==> src/rtl/bcd_rtc_core.sv <==
module bcd_rtc_core #(
  parameter int ADDR_W = 5
) (
  input  logic              clk,
  input  logic              rst_n,
  input  logic              tick_en,
  input  logic              wr_en,
  input  logic [ADDR_W-1:0] addr,
  input  logic [7:0]        wdata,
  output logic [7:0]        rdata
);

  localparam logic [ADDR_W-1:0] A_SEC  = ADDR_W'(0);
  localparam logic [ADDR_W-1:0] A_MIN  = ADDR_W'(1);
  localparam logic [ADDR_W-1:0] A_HR   = ADDR_W'(2);
  localparam logic [ADDR_W-1:0] A_DAY  = ADDR_W'(3);
  localparam logic [ADDR_W-1:0] A_MON  = ADDR_W'(4);
  localparam logic [ADDR_W-1:0] A_YR   = ADDR_W'(5);
  localparam logic [ADDR_W-1:0] A_WD   = ADDR_W'(6);
  localparam logic [ADDR_W-1:0] A_CTRL = ADDR_W'(12);
  localparam logic [ADDR_W-1:0] A_STAT = ADDR_W'(13);

  logic [7:0] sec_q, min_q, hr_q, day_q, mon_q, yr_q, wd_q;
  logic [7:0] sh_sec, sh_min, sh_hr, sh_day, sh_mon, sh_yr;
  logic       run_q, h12_q, snap_q, shr_q;

  function automatic logic [6:0] b2i(input logic [7:0] b);
    return 7'(b[7:4] * 4'd10) + 7'(b[3:0]);
  endfunction

  function automatic logic [7:0] i2b(input logic [6:0] v);
    return {4'(v / 7'd10), 4'(v % 7'd10)};
  endfunction

  function automatic logic [7:0] binc(input logic [7:0] b);
    return (b[3:0] == 4'h9) ? {b[7:4] + 4'd1, 4'd0} : b + 8'd1;
  endfunction

  function automatic logic [7:0] hr_in(input logic [7:0] w);
    logic [6:0] h;
    h = b2i({3'b000, w[4:0]});
    if (h == 7'd12) return w[7] ? 8'h12 : 8'h00;
    return w[7] ? i2b(h + 7'd12) : i2b(h);
  endfunction

  function automatic logic [7:0] hr_out(input logic [7:0] r);
    logic [6:0] h;
    h = b2i(r);
    if (h == 7'd0)  return 8'h12;
    if (h < 7'd12)  return r;
    if (h == 7'd12) return 8'h92;
    return 8'h80 | i2b(h - 7'd12);
  endfunction

  logic       leap, wr_time, adv, c_s, c_m, c_h, c_d, c_mo;
  logic [7:0] dmax;

  assign leap = yr_q[4] ? (yr_q[3:0] == 4'h2 || yr_q[3:0] == 4'h6)
                        : (yr_q[3:0] == 4'h0 || yr_q[3:0] == 4'h4 || yr_q[3:0] == 4'h8);

  always_comb begin
    case (mon_q)
      8'h02:                    dmax = leap ? 8'h29 : 8'h28;
      8'h04, 8'h06, 8'h09, 8'h11: dmax = 8'h30;
      default:                  dmax = 8'h31;
    endcase
  end

  assign wr_time = wr_en && (addr <= A_WD);
  assign adv     = run_q && tick_en && !wr_time;
  assign c_s     = sec_q == 8'h59;
  assign c_m     = c_s && min_q == 8'h59;
  assign c_h     = c_m && hr_q == 8'h23;
  assign c_d     = c_h && day_q == dmax;
  assign c_mo    = c_d && mon_q == 8'h12;

  always_ff @(posedge clk) begin
    if (!rst_n) begin
      sec_q <= 8'h00; min_q <= 8'h00; hr_q <= 8'h00;
      day_q <= 8'h01; mon_q <= 8'h01; yr_q <= 8'h00; wd_q <= 8'h00;
      sh_sec <= 8'h00; sh_min <= 8'h00; sh_hr <= 8'h00;
      sh_day <= 8'h01; sh_mon <= 8'h01; sh_yr <= 8'h00;
      run_q <= 1'b0; h12_q <= 1'b0; snap_q <= 1'b0; shr_q <= 1'b0;
    end else begin
      if (snap_q) begin
        sh_sec <= sec_q; sh_min <= min_q; sh_hr <= hr_q;
        sh_day <= day_q; sh_mon <= mon_q; sh_yr <= yr_q;
        snap_q <= 1'b0;
      end
      if (wr_en) begin
        case (addr)
          A_SEC:  sec_q <= wdata;
          A_MIN:  min_q <= wdata;
          A_HR:   hr_q  <= h12_q ? hr_in(wdata) : wdata;
          A_DAY:  day_q <= wdata;
          A_MON:  mon_q <= wdata;
          A_YR:   yr_q  <= wdata;
          A_WD:   wd_q  <= wdata;
          A_CTRL: begin
            run_q  <= wdata[0];
            h12_q  <= wdata[3];
            snap_q <= wdata[6];
            shr_q  <= wdata[7];
          end
          default: ;
        endcase
      end
      if (adv) begin
        sec_q <= c_s ? 8'h00 : binc(sec_q);
        if (c_s) min_q <= c_m ? 8'h00 : binc(min_q);
        if (c_m) hr_q  <= c_h ? 8'h00 : binc(hr_q);
        if (c_h) begin
          day_q <= c_d ? 8'h01 : binc(day_q);
          wd_q  <= (wd_q >= 8'h06) ? 8'h00 : wd_q + 8'd1;
        end
        if (c_d)  mon_q <= c_mo ? 8'h01 : binc(mon_q);
        if (c_mo) yr_q  <= (yr_q == 8'h99) ? 8'h00 : binc(yr_q);
      end
    end
  end

  logic [7:0] hr_sel;
  assign hr_sel = shr_q ? sh_hr : hr_q;

  always_comb begin
    case (addr)
      A_SEC:   rdata = shr_q ? sh_sec : sec_q;
      A_MIN:   rdata = shr_q ? sh_min : min_q;
      A_HR:    rdata = h12_q ? hr_out(hr_sel) : hr_sel;
      A_DAY:   rdata = shr_q ? sh_day : day_q;
      A_MON:   rdata = shr_q ? sh_mon : mon_q;
      A_YR:    rdata = shr_q ? sh_yr : yr_q;
      A_WD:    rdata = wd_q;
      A_CTRL:  rdata = {shr_q, snap_q, 2'b00, h12_q, 2'b00, run_q};
      A_STAT:  rdata = {6'b0, run_q, 1'b0};
      default: rdata = 8'h00;
    endcase
  end

  a_r2_frozen: assert property (@(posedge clk) disable iff (!rst_n)
    (!run_q && !wr_en) |=> ($stable(sec_q) && $stable(min_q) && $stable(day_q)));

  a_r3_sec_wrap: assert property (@(posedge clk) disable iff (!rst_n)
    (adv && sec_q == 8'h59) |=> (sec_q == 8'h00));

  a_r4_day_wrap: assert property (@(posedge clk) disable iff (!rst_n)
    (adv && c_h && day_q == dmax) |=> (day_q == 8'h01));

  a_r5_wday_range: assert property (@(posedge clk) disable iff (!rst_n)
    (adv && wd_q <= 8'h06) |=> (wd_q <= 8'h06));

  a_r6_write_wins: assert property (@(posedge clk) disable iff (!rst_n)
    (wr_en && addr == A_SEC) |=> (sec_q == $past(wdata)));

  a_r7_snap_once: assert property (@(posedge clk) disable iff (!rst_n)
    (snap_q && !(wr_en && addr == A_CTRL)) |=> !snap_q);

  a_r7_snap_copy: assert property (@(posedge clk) disable iff (!rst_n)
    snap_q |=> (sh_sec == $past(sec_q) && sh_yr == $past(yr_q)));

endmodule

==> config.mk <==
export PLATFORM = sky130hd
export DESIGN_NAME = bcd_rtc_core
export DESIGN_NICKNAME = d
export VERILOG_FILES = /design/src/rtl/bcd_rtc_core.sv
export SDC_FILE = /design/constraint.sdc
export NUM_CORES = 1
export LEC_CHECK = 0
export BUFFER_PORTS_ARGS = -buffer_cell sky130_fd_sc_hd__buf_2
export CAP_MARGIN = 20
export CORE_UTILIZATION = 55
export DETAILED_ROUTE_END_ITERATION = 10
export PLACE_DENSITY_LB_ADDON = 0.05
export RECOVER_POWER = 25
export SLEW_MARGIN = 40
export SYNTH_ARGS = -nofsm -noshare
export SYNTH_HDL_FRONTEND = slang
export SYNTH_SLANG_ARGS = --single-unit
==> constraint.sdc <==
create_clock -name clk -period 17.35 [get_ports clk]
set_input_delay 0.8675 -clock clk [delete_from_list [all_inputs] [get_ports clk]]
set_output_delay 0.8675 -clock clk [all_outputs]
set_load 0.02 [all_outputs]
; ---- Word level (Yosys, flattened, before mapping)
; Index checks and enable logic that the tools add are counted.
[totals]
register_bits = 108
latch_bits = 0
ramBits = 0
romBits = 0
input_bits = 17
output_inout_bits = 8
word_cells = 171
mem_count = 0
[op_classes]
add_sub_neg = 17
mul = 2
n_div = 6
magnitude_cmp = 3
eq_ne = 31
n_shift = 0
mux = 75
n_bitwise = 0
reduce_logical = 20
[ops]
columns = operator, n
row1 = two-way mux 8 bit, 57
row2 = case mux 8 bit (9 select lines), 1
row3 = adder 8 x 1 -> 8 bit (second input constant), 7
row4 = equality test 4 bit (second input constant), 7
row5 = adder 4 x 1 -> 4 bit (second input constant), 6
row6 = divider 7 x 4 -> 7 bit (second input constant), 3
row7 = remainder unit 7 x 4 -> 7 bit (second input constant), 3
row8 = equality test 8 x 3 -> 1 bit (second input constant), 2
row9 = equality test 8 x 5 -> 1 bit (second input constant), 2
row10 = equality test 8 x 7 -> 1 bit (second input constant), 2
row11 = equality test 5 x 3 -> 1 bit (second input constant), 3
row12 = two-way mux 1 bit, 15
row13 = equality test 5 x 2 -> 1 bit (second input constant), 2
row14 = equality test 5 x 4 -> 1 bit (second input constant), 2
row15 = case mux 5 bit (2 select lines), 1
row16 = equality test 4 x 3 -> 1 bit (second input constant), 2
row17 = equality test 8 x 2 -> 1 bit (second input constant), 1
row18 = equality test 8 x 4 -> 1 bit (second input constant), 1
row19 = equality test 8 x 6 -> 1 bit (second input constant), 1
row20 = equality test 8 bit, 1
row21 = equality test 8 bit (second input constant), 1
row22 = >= comparator 8 x 3 -> 1 bit (second input constant), 1
row23 = adder 6 x 4 -> 7 bit (second input constant), 1
row24 = adder 7 x 4 -> 7 bit, 1
row25 = 21 further kinds, 31

; ---- Logic depth before layout (Yosys ltp)
[logic_depth]
depth_word = 16
ltp_mapped = 27
depth_no_buf = 23

; ---- Least setup slack after synthesis
; OpenSTA, ideal clock, no wires.
[synth_path]
path_type = register to output
start = register shr_q
end = output rdata[2]
t_arrival_ps = 5965
path_slack_ps = 10517
path_stages_with_launch = 25
path_buffers = 4
cell_sequence = dfxtp_1 buf_6 clkbuf_1 buf_1 mux2i_1 inv_1 ha_1 ha_1 buf_6 xor2_1 inv_1 ha_1 or4_1 o211ai_2 a21oi_1 o221a_2 nor3_1 a31oi_1 o21ai_1 inv_1 ha_1 nor4_1 a2111oi_2 o211a_1 a311o_1
[synth_via]
elab_chain_len = 13
elab_cells_between_ends = 29
classes_between = add/sub (2) / mul (1) / div (1) / order compare (1) / eq/ne (1) / mux (22) / reduce/logical (1)
[synth_lines]
columns = element, line_no
row1 = "start, declared", 25  ; logic run_q, h12_q, snap_q, shr_q;
row2 = "start signal, assigned", 103  ; shr_q <= wdata[7];
row3 = branches (longest 12 deep; another with adder 7 x 4 -> 7 bit), -
row4 = case mux 8 bit (9 select lines) (*), 126  ; case (addr)
row5 = "end, declared", 10  ; output logic [7:0] rdata
; Mark *: on every way between the ends. The select of a mux whose other input is x is not followed.

; ---- Worst setup path after layout
; Same ends and word-level chain as after synthesis.

==> impl_metrics.toml <==
[status]
run_status = "finished, violations left"
failing_checks = "capacitance limit, slew limit"

[floorplanning]
io-pin-count = 25
initial_core_utilization_pct = 57.23
fp.dieW_um = 125.9
die-area_mm2 = 0.01585
rows = 44
design.core.area_mm2 = 0.01475
fp.dieH_um = 125.9

[synthesis]
dominantRegCellSynth = "dfxtp_1"
synth_warnings = 0
netlist-cell-type-count = 92
netlist_instances = 1084
synth_enable_flop_cells = 0
yosys_register_bits = 108
synthesis.area_per_instance_um2 = 7.790
synth_sequential_area_ratio_pct = 25.60
async_s_r_ff_share_synth_pct = 0
syn_area_mm2 = 0.008444
synth_fp_nets = 1144

[placed_design]
finalWeightedCongestion = 0.8902
post-dp-hpwl_um = 17750
portbufs = 24
place_inst = 1226

[detailed_routing]
dr.first_iter.drc_count = 744
drc = 0
detailroute.via_count = 7971
detailedRoute.firstPassIterationCount = 5
postRouteWirelength_um = 24860
routedWlPerCell_um = 20.03
vias_per_cell = 6.423
antenna_left = 0

[job]
cap_viol_max_count = 1

[clock_tree]
clk_latency_ns = 0.36
cts.path.max_buffers = 2
cts.repair_timing.setup_buffer_count = 0
resized_gates_after_cts = 0
tritoncts = "built"
cts_hold_buf = 0
cts_inserted_buffers = 9
htreeDepth = 3
tritoncts_num_sinks = 108
cts_root_buffer = "clkbuf_16"
clock_pin_slew_of_the_registers_on_the_worst_case_setup_and_hold_paths_ns = 0.08

[sta]
fmax_ghz = 0.1279
layout_min_cycle_time_ns = 7.818
timing_max_transition_violations_final = 49
timing.final.setup_violations = 0
slew_of_the_pin_with_the_lowest_slew_margin_ns = 3.567
maxSlewHeadroom_pct = -137.8
setup_tns_ns = 0
timing.clock.skew_ns = 0.008544
rsz0062_at_grt = "false"
timing.final.crit_share_pct = 45.06
timing_hold_violations_final = 0

[cells_and_area]
fillerInstances = 1427
instances_no_fill = 1241
synthToLayoutAreaGrowth_pct = 4.741
commonest_non_fill_non_tap_cell_in_the_layout = "nor2_1"
antennaDiodeCount = 0
layout.cells.most_common_list = "nor2_1 (129), nand2_1 (107), dfxtp_1 (107)"
nets = 1113
layout-drive-gt1-share_pct = 8.893

[setup_path]
critPathMaxFanout = 42
worstPathRequired_ns = 16.48
critical_path.endpoint_type = "primary output"
criticalPathCategory = "reg -> out"
startpoint_type = "flop"
arrival_ns = 6.95

[power_and_ir_drop]
power_leakage_uw = 0.003177
irDropWorstVdd_v = 0.00005041
cellPowerDensity_mw_per_mm2 = 58.43

[global_route]
globalRouteTotalUtil_pct = 32.23
grt_pass1_vias = 7442
antenna_found_initial = 0
maximum_number_of_pins_on_one_net_before_global_route_repair = 73
remaining_global_route_overflow = 0
grt_pass1_wl_um = 40340

[worst_hold_path]
hold_path_class = "reg -> reg"
[sequential cells by signal, summed over array words and instances (netlist names)]
name    flops
mon_q       8
wd_q        8
sh_min      8
sh_yr       8
sec_q       8
run_q       1
min_q       8
h12_q       1
sh_mon      8
sh_hr       8
shr_q       1
snap_q      1
hr_q        8
sh_day      8
yr_q        8
day_q       8
sh_sec      8
[Yosys cell counts, types with 7 or more instances]
cell type | instances | area [um2]
nand2_1 | 107 | 401.6
nor4_1 | 8 | 50.05
o21ai_0 | 49 | 245.2
a22oi_1 | 10 | 75.07
ha_1 | 41 | 513.0
dfxtp_1 | 108 | 2162
nor3b_1 | 14 | 105.1
mux2_2 | 14 | 157.7
or3_1 | 9 | 56.30
nor2b_1 | 8 | 50.05
nor2_1 | 129 | 484.2
nand3_1 | 45 | 225.2
xor2_1 | 10 | 87.58
clkbuf_1 | 65 | 244.0
xnor2_1 | 19 | 166.4
o211ai_1 | 12 | 90.09
a211oi_1 | 15 | 112.6
inv_1 | 42 | 157.7
nor3_1 | 16 | 80.08
a221oi_1 | 11 | 96.34
and3_1 | 14 | 87.58
a31oi_1 | 23 | 143.9
nand4_1 | 11 | 68.82
a21oi_1 | 76 | 380.4
a211o_1 | 9 | 78.83
mux2i_1 | 77 | 770.7
nand2b_1 | 11 | 68.82
o22a_1 | 7 | 61.31
[layer usage]
| metal | track usage, % | routed length, um |
|---|---|---|
| met1 | 44.12 | 11400 |
| met2 | 50.86 | 11060 |
| met3 | 5.692 | 1637 |
| met4 | 11.41 | 759 |
| met5 | 0 | 0 |
[layout make-up]
type / instances / area, um2 / area share, %
Timing Repair Buffer: 33 / 182.7 / 2.065
Inverter: 44 / 165.2 / 1.867
Clock buffer: 10 / 239.0 / 2.702
Tap cell: 184 / 230.2 / 2.603
Clock inverter: 5 / 38.79 / 0.4385
Sequential cell: 108 / 2163 / 24.46
Multi-Input combinational cell: 857 / 5826 / 65.87
[where the power goes]
| part | switching [uW] | leakage [uW] | internal, uW |
|---|---|---|---|
| sequential | 2.57 | 0.000871 | 249 |
| combinational | 43.2 | 0.00218 | 21.6 |
| clock | 99.7 | 0.000123 | 101 |
[logic make-up after synthesis]
logic type / count (synthesis) / share of synthesized area [%]
mux: 96 / 12.42
xor+xnor: 32 / 3.719
simple gates: 410 / 23.89
buf+inv: 119 / 5.541
fa+ha+maj: 43 / 6.549
compound gates: 276 / 22.28
flops: 108 / 25.60
[worst max-delay path, stage by stage (launching register included)]
cell	delay, ns
dfxtp_2	0.32
buf_4	0.46
mux2i_1	0.41
inv_1	0.11
ha_1	0.31
ha_1	0.44
xor2_1	0.38
inv_1	0.15
ha_1	0.38
or4_1	0.56
o211ai_2	0.32
a21oi_1	0.12
o221a_2	0.33
nor3_1	0.38
a31oi_1	0.17
o21ai_1	0.24
inv_1	0.08
ha_1	0.26
nor4_1	0.38
a2111oi_2	0.09
o211a_1	0.21
a311o_1	0.32
buf_2	0.16
[path summary, 6_finish.rpt]
| check | cells past startpoint | endpoint | from | slack, ns |
|---|---|---|---|---|
| worst max register to register | 11 | yr_q[4] | min_q[0] | 13.12 |
| worst min-delay path | 2 | wd_q[3] | wd_q[3] | 0.49 |
| worst max-delay path | 22 | rdata[2] | shr_q | 9.53 |
| worst min register to register | 2 | wd_q[3] | wd_q[3] | 0.49 |
[through the flow]
step | area (um2) | worst slack [ns] | power [uW] | utilization, % | hold slack [ns]
after floorplan | 8444 | 10.52 | 302.1 | - | 0.4413
after global placement | 8568 | 10.25 | 320.0 | 58.07 | 0.4542
after detailed placement | 8573 | 9.973 | 320.6 | 58.11 | 0.4581
after CTS | 8851 | 9.576 | 518.6 | 59.99 | 0.4787
after global routing | 8845 | 9.120 | 535.4 | 59.95 | 0.4974
final | 8845 | 9.532 | 516.8 | 59.95 | 0.4854
Note: power is estimated with default switching activity, not from simulation.
